`config.mk`:
```
export PLATFORM = sky130hd
export DESIGN_NAME = spi_fifo_master
export DESIGN_NICKNAME = d
export VERILOG_FILES = /design/src/rtl/spi_fifo_pkg.sv /design/src/rtl/spi_txq.sv /design/src/rtl/spi_shift.sv /design/src/rtl/spi_csctl.sv /design/src/rtl/spi_fifo_master.sv
export SDC_FILE = /design/constraint.sdc
export NUM_CORES = 1
export LEC_CHECK = 0
export BUFFER_PORTS_ARGS = -buffer_cell sky130_fd_sc_hd__buf_2
export CAP_MARGIN = 20
export CORE_MARGIN = 2
export CORE_UTILIZATION = 50
export CTS_CLUSTER_SIZE = 40
export DETAILED_ROUTE_END_ITERATION = 6
export PLACE_DENSITY = 0.71
export SLEW_MARGIN = 15
export SYNTH_ARGS = -nofsm -noshare
export SYNTH_HDL_FRONTEND = slang
export SYNTH_SLANG_ARGS = --single-unit
```
`constraint.sdc`:
```
create_clock -name clk -period 2.2 [get_ports clk]
set_input_delay 0 -clock clk [delete_from_list [all_inputs] [get_ports clk]]
set_output_delay 0 -clock clk [all_outputs]
set_load 0.05 [all_outputs]
```
`src/rtl/spi_fifo_pkg.sv`:
```
package spi_fifo_pkg;
  localparam int unsigned BYTE_W = 8;
  typedef logic [BYTE_W-1:0] byte_t;
  typedef enum logic {CS_AUTO = 1'b0, CS_HELD = 1'b1} cs_mode_e;
endpackage

```
`src/rtl/spi_txq.sv`:
```
module spi_txq
  import spi_fifo_pkg::*;
#(
  parameter int unsigned DEPTH = 128
) (
  input  logic  clk,
  input  logic  rst_n,
  input  logic  push,
  input  byte_t push_data,
  input  logic  pop,
  output byte_t head,
  output logic  empty,
  output logic  full
);
  localparam int unsigned AW = (DEPTH > 1) ? $clog2(DEPTH) : 1;
  localparam int unsigned CW = $clog2(DEPTH + 1);

  byte_t         mem [DEPTH];
  logic [AW-1:0] wr_ptr_q, wr_ptr_d, rd_ptr_q, rd_ptr_d;
  logic [CW-1:0] count_q, count_d;

  function automatic logic [AW-1:0] ptr_inc(input logic [AW-1:0] p);
    return (p == AW'(DEPTH - 1)) ? '0 : p + 1'b1;
  endfunction

  always_comb begin
    wr_ptr_d = wr_ptr_q;
    rd_ptr_d = rd_ptr_q;
    count_d  = count_q;
    if (push) wr_ptr_d = ptr_inc(wr_ptr_q);
    if (pop)  rd_ptr_d = ptr_inc(rd_ptr_q);
    if (push && !pop)      count_d = count_q + 1'b1;
    else if (pop && !push) count_d = count_q - 1'b1;
  end

  always_ff @(posedge clk or negedge rst_n) begin
    if (!rst_n) begin
      wr_ptr_q <= '0;
      rd_ptr_q <= '0;
      count_q  <= '0;
    end else begin
      wr_ptr_q <= wr_ptr_d;
      rd_ptr_q <= rd_ptr_d;
      count_q  <= count_d;
    end
  end

  always_ff @(posedge clk) begin
    if (push) mem[wr_ptr_q] <= push_data;
  end

  assign head  = mem[rd_ptr_q];
  assign empty = (count_q == '0);
  assign full  = (count_q == CW'(DEPTH));


  pop_when_empty_chk: assert property (@(posedge clk) disable iff (!rst_n)
    pop |-> !empty);

  no_overflow_chk: assert property (@(posedge clk) disable iff (!rst_n)
    full |-> !push);
endmodule

```
`src/rtl/spi_shift.sv`:
```
module spi_shift
  import spi_fifo_pkg::*;
#(
  parameter int unsigned HALF_DIV = 2
) (
  input  logic  clk,
  input  logic  rst_n,
  input  logic  start_ok,
  input  logic  q_empty,
  input  byte_t q_head,
  output logic  q_pop,
  input  logic  miso,
  output logic  sclk,
  output logic  mosi,
  output logic  busy,
  output logic  byte_done,
  output byte_t rx_data,
  output logic  rx_valid
);
  localparam int unsigned DIV_W = (HALF_DIV > 1) ? $clog2(HALF_DIV) : 1;
  localparam int unsigned BIT_W = $clog2(BYTE_W);

  logic             busy_q, busy_d, sclk_q, sclk_d, rxv_q, rxv_d;
  logic [DIV_W-1:0] div_q, div_d;
  logic [BIT_W-1:0] bit_q, bit_d;
  byte_t            tx_q, tx_d, rx_q, rx_d, rxd_q, rxd_d;
  logic             tick, rise, fall;

  always_comb begin
    tick      = busy_q && (div_q == DIV_W'(HALF_DIV - 1));
    rise      = tick && !sclk_q;
    fall      = tick && sclk_q;
    byte_done = fall && (bit_q == BIT_W'(BYTE_W - 1));
    q_pop     = !busy_q && !q_empty && start_ok;

    busy_d = busy_q;
    sclk_d = sclk_q;
    div_d  = div_q;
    bit_d  = bit_q;
    tx_d   = tx_q;
    rx_d   = rx_q;
    rxd_d  = rxd_q;
    rxv_d  = 1'b0;

    if (busy_q) begin
      div_d = tick ? '0 : div_q + 1'b1;
      if (rise) begin
        sclk_d = 1'b1;
        rx_d   = {rx_q[BYTE_W-2:0], miso};
      end
      if (fall) begin
        sclk_d = 1'b0;
        if (byte_done) begin
          busy_d = 1'b0;
          rxv_d  = 1'b1;
          rxd_d  = rx_q;
        end else begin
          bit_d = bit_q + 1'b1;
          tx_d  = {tx_q[BYTE_W-2:0], 1'b0};
        end
      end
    end

    if (q_pop) begin
      busy_d = 1'b1;
      tx_d   = q_head;
      div_d  = '0;
      sclk_d = 1'b0;
      bit_d  = '0;
    end
  end

  always_ff @(posedge clk or negedge rst_n) begin
    if (!rst_n) begin
      busy_q <= 1'b0;
      sclk_q <= 1'b0;
      div_q  <= '0;
      bit_q  <= '0;
      tx_q   <= '0;
      rx_q   <= '0;
      rxd_q  <= '0;
      rxv_q  <= 1'b0;
    end else begin
      busy_q <= busy_d;
      sclk_q <= sclk_d;
      div_q  <= div_d;
      bit_q  <= bit_d;
      tx_q   <= tx_d;
      rx_q   <= rx_d;
      rxd_q  <= rxd_d;
      rxv_q  <= rxv_d;
    end
  end

  assign sclk     = sclk_q;
  assign mosi     = busy_q & tx_q[BYTE_W-1];
  assign busy     = busy_q;
  assign rx_data  = rxd_q;
  assign rx_valid = rxv_q;


  mosi_hold_chk: assert property (@(posedge clk) disable iff (!rst_n)
    (sclk_q && $past(sclk_q)) |-> $stable(mosi));

  rx_pulse_chk: assert property (@(posedge clk) disable iff (!rst_n)
    rxv_q |=> !rxv_q);
endmodule

```
`src/rtl/spi_csctl.sv`:
```
module spi_csctl
  import spi_fifo_pkg::*;
(
  input  logic clk,
  input  logic rst_n,
  input  logic cs_mode,
  input  logic cs_hold,
  input  logic busy,
  input  logic q_empty,
  input  logic byte_done,
  input  logic wr_fire,
  input  logic under_clr,
  output logic start_ok,
  output logic cs_n,
  output logic under_flag
);
  logic held;
  logic cs_n_q, cs_n_d, flag_q, flag_d, under_evt;

  always_comb begin
    held      = (cs_mode_e'(cs_mode) == CS_HELD);
    start_ok  = held ? cs_hold : 1'b1;
    cs_n_d    = !(busy || (held ? cs_hold : !q_empty));
    under_evt = byte_done && q_empty && !wr_fire && held && cs_hold;
    flag_d    = flag_q;
    if (under_evt)      flag_d = 1'b1;
    else if (under_clr) flag_d = 1'b0;
  end

  always_ff @(posedge clk or negedge rst_n) begin
    if (!rst_n) begin
      cs_n_q <= 1'b1;
      flag_q <= 1'b0;
    end else begin
      cs_n_q <= cs_n_d;
      flag_q <= flag_d;
    end
  end

  assign cs_n       = cs_n_q;
  assign under_flag = flag_q;


  under_set_chk: assert property (@(posedge clk) disable iff (!rst_n)
    $rose(flag_q) |-> $past(cs_mode && cs_hold));
endmodule

```
`src/rtl/spi_fifo_master.sv`:
```
module spi_fifo_master
  import spi_fifo_pkg::*;
#(
  parameter int unsigned DEPTH    = 128,
  parameter int unsigned HALF_DIV = 2
) (
  input  logic       clk,
  input  logic       rst_n,
  input  logic [7:0] wr_data,
  input  logic       wr_valid,
  output logic       wr_ready,
  input  logic       cs_mode,
  input  logic       cs_hold,
  input  logic       under_clr,
  output logic       under_flag,
  output logic [7:0] rx_data,
  output logic       rx_valid,
  output logic       spi_sclk,
  output logic       spi_mosi,
  input  logic       spi_miso,
  output logic       spi_cs_n
);
  logic [1:0] rst_sync_q;
  logic       rst_n_s;
  logic       q_full, q_empty, q_pop, wr_fire;
  logic       busy, byte_done, start_ok;
  byte_t      q_head;

  always_ff @(posedge clk or negedge rst_n) begin
    if (!rst_n) rst_sync_q <= 2'b00;
    else        rst_sync_q <= {rst_sync_q[0], 1'b1};
  end
  assign rst_n_s = rst_sync_q[1];

  assign wr_ready = !q_full;
  assign wr_fire  = wr_valid && !q_full;

  spi_txq #(.DEPTH(DEPTH)) u_txq (
    .clk(clk), .rst_n(rst_n_s), .push(wr_fire), .push_data(wr_data),
    .pop(q_pop), .head(q_head), .empty(q_empty), .full(q_full)
  );

  spi_shift #(.HALF_DIV(HALF_DIV)) u_shift (
    .clk(clk), .rst_n(rst_n_s), .start_ok(start_ok), .q_empty(q_empty),
    .q_head(q_head), .q_pop(q_pop), .miso(spi_miso), .sclk(spi_sclk),
    .mosi(spi_mosi), .busy(busy), .byte_done(byte_done),
    .rx_data(rx_data), .rx_valid(rx_valid)
  );

  spi_csctl u_cs (
    .clk(clk), .rst_n(rst_n_s), .cs_mode(cs_mode), .cs_hold(cs_hold),
    .busy(busy), .q_empty(q_empty), .byte_done(byte_done), .wr_fire(wr_fire),
    .under_clr(under_clr), .start_ok(start_ok), .cs_n(spi_cs_n),
    .under_flag(under_flag)
  );


  idle_clk_chk: assert property (@(posedge clk) disable iff (!rst_n_s)
    spi_cs_n |-> !spi_sclk);

  sw_gate_chk: assert property (@(posedge clk) disable iff (!rst_n_s)
    (cs_mode && !cs_hold && !busy) |=> !busy);
endmodule

```
==> metrics.md, run 1 <==
| Metric | Value |
|---|---|
| # clock sinks | approximately 1100 |
| Synth top area cells | edfxtp_1 (72%), mux4_2 (12%), dfrtp_1 (3.3%) |
| NetSw | approximately 19 mW |
| Diode count | 0 |
| Most frequent cells after synthesis | edfxtp_1 (1024), mux4_2 (223), nor2_1 (156), mux2i_1 (107), nand2_1 (71) |
| Proportion of layout cells with a drive suffix above 1 | 0.394 |
| Largest stage delay, worst path | 420 ps |
| Clk slew on worst S/H paths | roughly 60 ps |
| Core area | between 80000 and 90000 um^2 |
| Seq pwr share | 0.385 |
| Final worst path period share | 1.27 |
| Slowest-stage cell, CP | dfrtp_1 |
| Finished Layout Cells | 3770 |
| Synthesis-to-finish area growth | 23.4% |
| Slew @ Worst Pin | between 800 and 900 ps |
| CP Class | reg2reg |
| Cell Rows | between 100 and 150 |
| Endpoints failing hold | 0 |
| Clk network pwr share | 0.279 |
| Post-synthesis compound-gate area fraction | 0.0346 |
| Share of total power in combinational logic | 0.335 |
| GRT overflow | 0 |
| EDFF count, synth | between 1000 and 1500 |
| Final Setup Violations | 1041 |
| Buffers & Inverters on Critical Path | 2 |
| Port Buf Inserts | 28 |
| CP Capture Type | flop |
| DRC Markers | 0 |
| Max IR drop VDD | between 0.7 and 0.8 mV |
| Die span in x | between 200 and 300 um |
| Primary FF master, synth | edfxtp_1 |
| Startpoint Class | flop |
| Violated checks | negative setup slack |
| DP Area | approximately 46000 um^2 |
| Number of global-route vias before repair | approximately 23000 |
| Unique masters post-synth | 67 |
| Max-Cap Viols | 0 |
| Synth Cell Area | between 40000 and 50000 um^2 |
| Mapped Cells | approximately 2100 |
| Starting Density | 0.507 |
| Run status | finished with violations |
| Antenna-violating nets left | 0 |
| Starting DRT DRC Count | between 2000 and 2500 |
| Post-synthesis mux area share | 0.151 |
| Die area | roughly 87000 um^2 |
| Post-Synthesis Net Count | between 2000 and 2500 |
| Cell Int Power | between 40 and 50 mW |
| Boundary Pins | 29 |
| Share of the synthesized area in the top cell type | 0.723 |
| Via-to-Cell Ratio | ~6.1 |
| Post-Synth XOR/XNOR Area | 0.00309 |
| DRT Pass-1 Iters | 5 |
| Power, Total | 62.2 mW |
| Pre-CTS WS | -672 ps |
| Top cell family by delay on the critical path | compound AO/OA/AOI/OAI gates |
| Placer Congestion | between 0.9 and 1 |
| Net Sw Frac | 0.301 |
| Initial antenna violation count | 0 |
| H-tree levels | 3 |
| Crit path max fanout | 5 |
| Wire length per cell | between 20 and 30 um |
| Hold Path Class | in2reg |
| Crit path cell chain | nor4_4, buf_4, a31oi_4, ha_4, inv_6, ha_4, a21o_1, a21oi_2, o21bai_1, a2111o_1, a2111o_1, o211ai_1 |
| Syn. warnings | 0 |
| Synth Area in Simple Gates | 0.0331 |
| CTS root buffer | clkbuf_16 |
| Max Slew Vio Count | 0 |
| Drt total wl | slightly above 100 mm |
| RSZ-0062 raised after global routing | yes |
| Largest net degree at the start of global routing | 77 |
| Final worst slack | -601 ps |
| Nets@finish | 2580 |
| First-pass GRT wire length | between 150 and 200 mm |
| Crit path DAT | 3380 ps |
| Final Critical Period | 2800 ps |
| Worst rel slew slack | 0.400 |
| Seq/Total Area, Yosys | 0.757 |
| Worst-skew pair later-pin latency | 660 ps |
| DR vias | ~23000 |
| Asr flop ratio synth | 0.0527 |
| Most numerous cell in the Yosys netlist | edfxtp_1 |
| Leak | 17.2 nW |
| Main combinational cell family by area after synthesis | multiplexers |
| Largest area contributor in the netlist | edfxtp_1 |
| Adder-cell share of the synthesized area | 0.00371 |
| Clock buffer count from CTS | 106 |
| DP Cell Count | between 3000 and 4000 |
| Fmax | ~0.36 GHz |
| Clk_skew | 29.2 ps |
| Total GRT Usage | 0.235 |
| #FFs+latches synth | between 1000 and 1500 |
| CTS tree | built |
| DPL Wire Length | between 60 and 70 mm |
| Syn_area_per_cell | approximately 20 um^2 |
| Cell Pwr Density | approximately 1200 nW/um^2 |
| Longest Clk Path Bufs | 3 |
| Design area | approximately 53000 um^2 |
| CP required | 2780 ps |
| Setup TNS | -313060 ps |
| Die height | between 200 and 300 um |
==> layout make-up <==
type                       instances  area, um^2
fill                            5481       31400
clock buffer                     138        2870
clock inverter                    53         429
multi-input combinational        912       11000
tap                             1134        1420
inverter                          11        46.3
sequential                      1081       32200
timing repair buffer             441        4540
==> routing by layer <==
layer / wire length [um] / global-route usage
met5: 0 / 0
met4: 3850 / 0.0849
met3: 8150 / 0.0399
met2: 50200 / 0.380
met1: 40400 / 0.328
==> per-stage QoR <==
| stage | hold WS [ps] | utilization |
|---|---|---|
| finish | 122 | 0.625 |
| global route | 121 | 0.625 |
| CTS | 93.7 | 0.614 |
| detailed placement | -212 | 0.551 |
| global placement | -213 | 0.551 |
| floorplan | -296 | - |
==> logic make-up (layout without fill, tap and decap cells) <==
kind of cell | count (synthesis) | in the layout
flip-flops | 1081 | 1081
adder cells (fa/ha/maj) | 12 | 12
multiplexers | 361 | 361
buffers and inverters | 128 | 643
AND/OR/NAND/NOR | 317 | 317
AO/OA/AOI/OAI | 206 | 206
XOR/XNOR | 15 | 15
other | 1 | 1
==> final timing paths <==
check / startpoint / endpoint / slack [ps] / depth (start not counted)
worst min register to register: rst_sync_q[1] / u_shift.rx_q[1] / 260 / 1
worst max register to register: u_txq.count_q[5] / u_txq.count_q[7] / -600 / 12
worst max-delay path: u_txq.count_q[5] / u_txq.count_q[7] / -600 / 12
max in group asynchronous: rst_sync_q[1] / u_cs.cs_n / 1640 / 1
min in group asynchronous: rst_n / rst_sync_q[0] / 220 / 3
worst min-delay path: spi_miso / u_shift.rx_q[0] / 120 / 3
==> repair_timing <==
item,CTS,global route
gates cloned,7,0
setup endpoints to repair,1041,1045
endpoints found under the hold margin,397,0
resized for setup,261,151
pin swaps,61,47
buffers inserted,55,39
hold buffers,16,0
==> state kept, by name, summed over array words and instances, names as in the netlist, 2 cells and up <==
signal	flops
u_txq.mem	1024
u_shift.tx_q	8
rst_sync_q	2
u_shift.rx_data	8
u_txq.rd_ptr_q	7
u_txq.wr_ptr_q	7
u_shift.rx_q	8
u_txq.count_q	8
u_shift.bit_q	3
==> power groups by stage <==
stage | clock network, mW | logic (mW) | registers, mW
after CTS | 17.6 | 19.8 | 23.9
after global placement | 0 | 17.0 | 24.4
final | 17.4 | 20.9 | 24.0
after detailed placement | 0 | 17.2 | 24.4
after floorplan | 0 | 10.6 | 24.3
after global routing | 18.3 | 21.9 | 24.0
==> placed cells by master (no fill, tap or decap), types with 10 or more instances in the layout <==
master         instances
edfxtp_1            1024
buf_4                284
mux4_2               223
clkbuf_16            107
nor2_4               100
mux2i_1               95
nand2_1               68
buf_12                64
nor2_1                56
dfrtp_1               51
buf_6                 33
a22oi_1               28
a21oi_1               26
mux2_2                26
clkbuf_1              23
clkinv_2              23
clkinv_1              20
buf_2                 20
nand3_1               19
a22oi_2               18
dlygate4sd3_1         16
o21ai_0               15
buf_8                 14
a221oi_2              13
xnor2_1               12
nor2b_1               11
o22ai_2               11
mux2i_2               10
==> worst min-delay path: cells and delay by family <==
kind | cells | cell delay (ps)
buffers and inverters | 2 | 610
muxes | 1 | 130
Power figures use the tool's default switching activity.
==> run 2: changes to the inputs <==
==> constraint.sdc (replaced) <==
create_clock -name clk -period 2.2 [get_ports clk]
set_input_delay 0.22 -clock clk [delete_from_list [all_inputs] [get_ports clk]]
set_output_delay 0.22 -clock clk [all_outputs]
set_load 0.05 [all_outputs]
==> metrics.md, run 2 (synthesized netlist as in run 1, its figures left out) <==
| Metric | Value |
|---|---|
| Run status | finished with violations (unchanged) |
| Violated checks | negative setup slack (unchanged) |
| Boundary Pins | 29 (unchanged) |
| Die span in x | 296 um (unchanged) |
| Design area | 51400 um^2 (was 52500 um^2) |
| Starting Density | 0.507 (unchanged) |
| Most frequent cells in the layout | edfxtp_1 (1024), buf_4 (238), mux4_2 (223), clkbuf_16 (108), mux2i_1 (105) (was edfxtp_1 (1024), buf_4 (284), mux4_2 (223), clkbuf_16 (107), nor2_4 (100)) |
| CP required | 2790 ps (was 2780 ps) |
| DR vias | 22200 (was 23000) |
| GRT overflow | 0 (unchanged) |
| DRC Markers | 0 (unchanged) |
| Worst-skew pair later-pin latency | 700 ps (was 660 ps) |
| Max-Cap Viols | 0 (unchanged) |
| Slew @ Worst Pin | 865 ps (was 898 ps) |
| Cell Pwr Density | 1190 nW/um^2 (about the same) |
| Clk_skew | 34.6 ps (was 29.2 ps) |
| Setup TNS | -249680 ps (was -313060 ps) |
| Fmax | 0.354 GHz (was 0.357 GHz) |
| Die area | 87400 um^2 (unchanged) |
| CTS tree | built (unchanged) |
| Final Setup Violations | 1033 (was 1041) |
| Startpoint Class | flop (unchanged) |
| Nets@finish | 2490 (was 2580) |
| Proportion of layout cells with a drive suffix above 1 | 0.357 (was 0.394) |
| Diode count | 0 (unchanged) |
| Final worst slack | -628 ps (was -601 ps) |
| Antenna-violating nets left | 0 (unchanged) |
| # clock sinks | 1081 (unchanged) |
| Layout filler cell count | 5647 (was 5481) |
| Most common cell after layout, fill and taps aside | edfxtp_1 (unchanged) |
| Die height | 296 um (unchanged) |
| Largest stage delay, worst path | 420 ps (about the same) |
| Drt total wl | 99.0 mm (was 103 mm) |
| Synthesis-to-finish area growth | 20.8% (was 23.4%) |
| Clk slew on worst S/H paths | 60 ps (about the same) |
| Placer Congestion | 0.914 (was 0.928) |
| Worst rel slew slack | 0.421 (was 0.400) |
| Top cell family by delay on the critical path | compound AO/OA/AOI/OAI gates (unchanged) |
| Initial antenna violation count | 0 (unchanged) |
| Max IR drop VDD | 0.913 mV (was 0.731 mV) |
| Clock buffer count from CTS | 105 (was 106) |
| Via-to-Cell Ratio | 6.04 (was 6.09) |
| Largest net degree at the start of global routing | 129 (was 77) |
| Wire length per cell | 26.9 um (was 27.2 um) |
| Finished Layout Cells | 3683 (was 3770) |
| Crit path DAT | 3420 ps (was 3380 ps) |
| Max reg flops | 1024 (unchanged) |
| Final Critical Period | 2830 ps (was 2800 ps) |
| CP Class | reg2reg (unchanged) |
| Leak | 16.7 nW (was 17.2 nW) |
| Port Buf Inserts | 28 (unchanged) |
| CP Capture Type | flop (unchanged) |
| Crit path cell chain | nor4_4, buf_4, a31oi_4, ha_4, inv_6, ha_4, a21o_1, a21oi_2, o21bai_1, a2111o_1, a2111o_1, o211ai_1 (unchanged) |
| Starting DRT DRC Count | 2453 (was 2466) |
| Total GRT Usage | 0.229 (was 0.235) |
| Crit path max fanout | 5 (unchanged) |
| Longest Clk Path Bufs | 3 (unchanged) |
| DP Cell Count | 3448 (was 3472) |
| Max Slew Vio Count | 0 (unchanged) |
| CTS root buffer | clkbuf_16 (unchanged) |
| Cell Rows | 106 (unchanged) |
| First-pass GRT wire length | 147 mm (was 152 mm) |
| DPL Wire Length | 61.6 mm (was 63.4 mm) |
| Buffers & Inverters on Critical Path | 2 (unchanged) |
| Power, Total | 61.3 mW (was 62.2 mW) |
| RSZ-0062 raised after global routing | yes (unchanged) |
| Hold Path Class | in2reg (unchanged) |
| Final worst path period share | 1.29 (was 1.27) |
| Number of global-route vias before repair | 22600 (was 23200) |
| Endpoints failing hold | 0 (unchanged) |
| H-tree levels | 3 (unchanged) |
| Core area | 84000 um^2 (unchanged) |
| Pre-CTS WS | -661 ps (was -672 ps) |
| Biggest register | u_txq.mem (unchanged) |
| DRT Pass-1 Iters | 7 (was 5) |
| Slowest-stage cell, CP | dfrtp_2 (was dfrtp_1) |
| DP Area | 46100 um^2 (was 46300 um^2) |
==> run 2: power by group <==
group | internal (mW) | total, mW | switching [mW]
clock | 10.7 | 18.5 | 7.73
combinational | 9.06 | 18.9 | 9.81
sequential | 23.4 | 24.0 | 0.646
total | 43.2 | 61.3 | 18.2
==> run 2: timing repair <==
action	in CTS	in global routing
setup endpoints to repair	1042	1029
cloned	2	1
hold buffers	8	0
buffers inserted	20	23
hold endpoints to repair	29	0
gates resized for setup	163	135
pin swaps	48	40
==> run 2: layout make-up <==
cell class,count,area (um^2),share of cell area
Sequential cell,1081,32200,0.627
Multi-Input combinational cell,912,10600,0.206
Timing Repair Buffer,352,3550,0.0692
Clock buffer,127,2750,0.0536
Tap cell,1134,1420,0.0276
Clock inverter,66,810,0.0158
Inverter,11,46.3,0.000901
==> run 2: layer usage <==
metal  GRT usage  vias up  share of wire
met5           0        -              0
met4      0.0838        0          0.033
met3      0.0361      190          0.079
met2       0.371     1061           0.49
met1       0.318    11600           0.40
li1            -     9418              -
==> run 2: worst paths after layout <==
path | start | end | slack [ps] | depth (start not counted)
worst min register to register | rst_sync_q[1] | u_shift.rx_data[3] | 180 | 0
worst min-delay path | wr_data[4] | u_txq.mem[31][4] | 60 | 1
worst max register to register | u_txq.count_q[1] | u_txq.count_q[7] | -630 | 12
min in group asynchronous | rst_sync_q[1] | u_shift.rx_data[3] | 180 | 0
worst max-delay path | u_txq.count_q[1] | u_txq.count_q[7] | -630 | 12
max in group asynchronous | rst_sync_q[1] | u_cs.cs_n | 1410 | 1
==> run 2: metrics by stage <==
stage	hold slack [ps]	util
global placement	5.16	0.549
global route	55.5	0.612
floorplan	-75.6	-
CTS	28.7	0.604
finish	55.5	0.612
detailed placement	7.68	0.549
==> run 2: worst reg2reg max path, cell delays in order, from the launching register on <==
cell	delay, ps
dfrtp_2	420
nor4_4	350
buf_4	180
a31oi_4	90
ha_4	200
inv_6	70
ha_4	190
a21o_1	160
a21oi_2	150
o21bai_1	100
a2111o_1	390
a2111o_1	370
o211ai_1	80
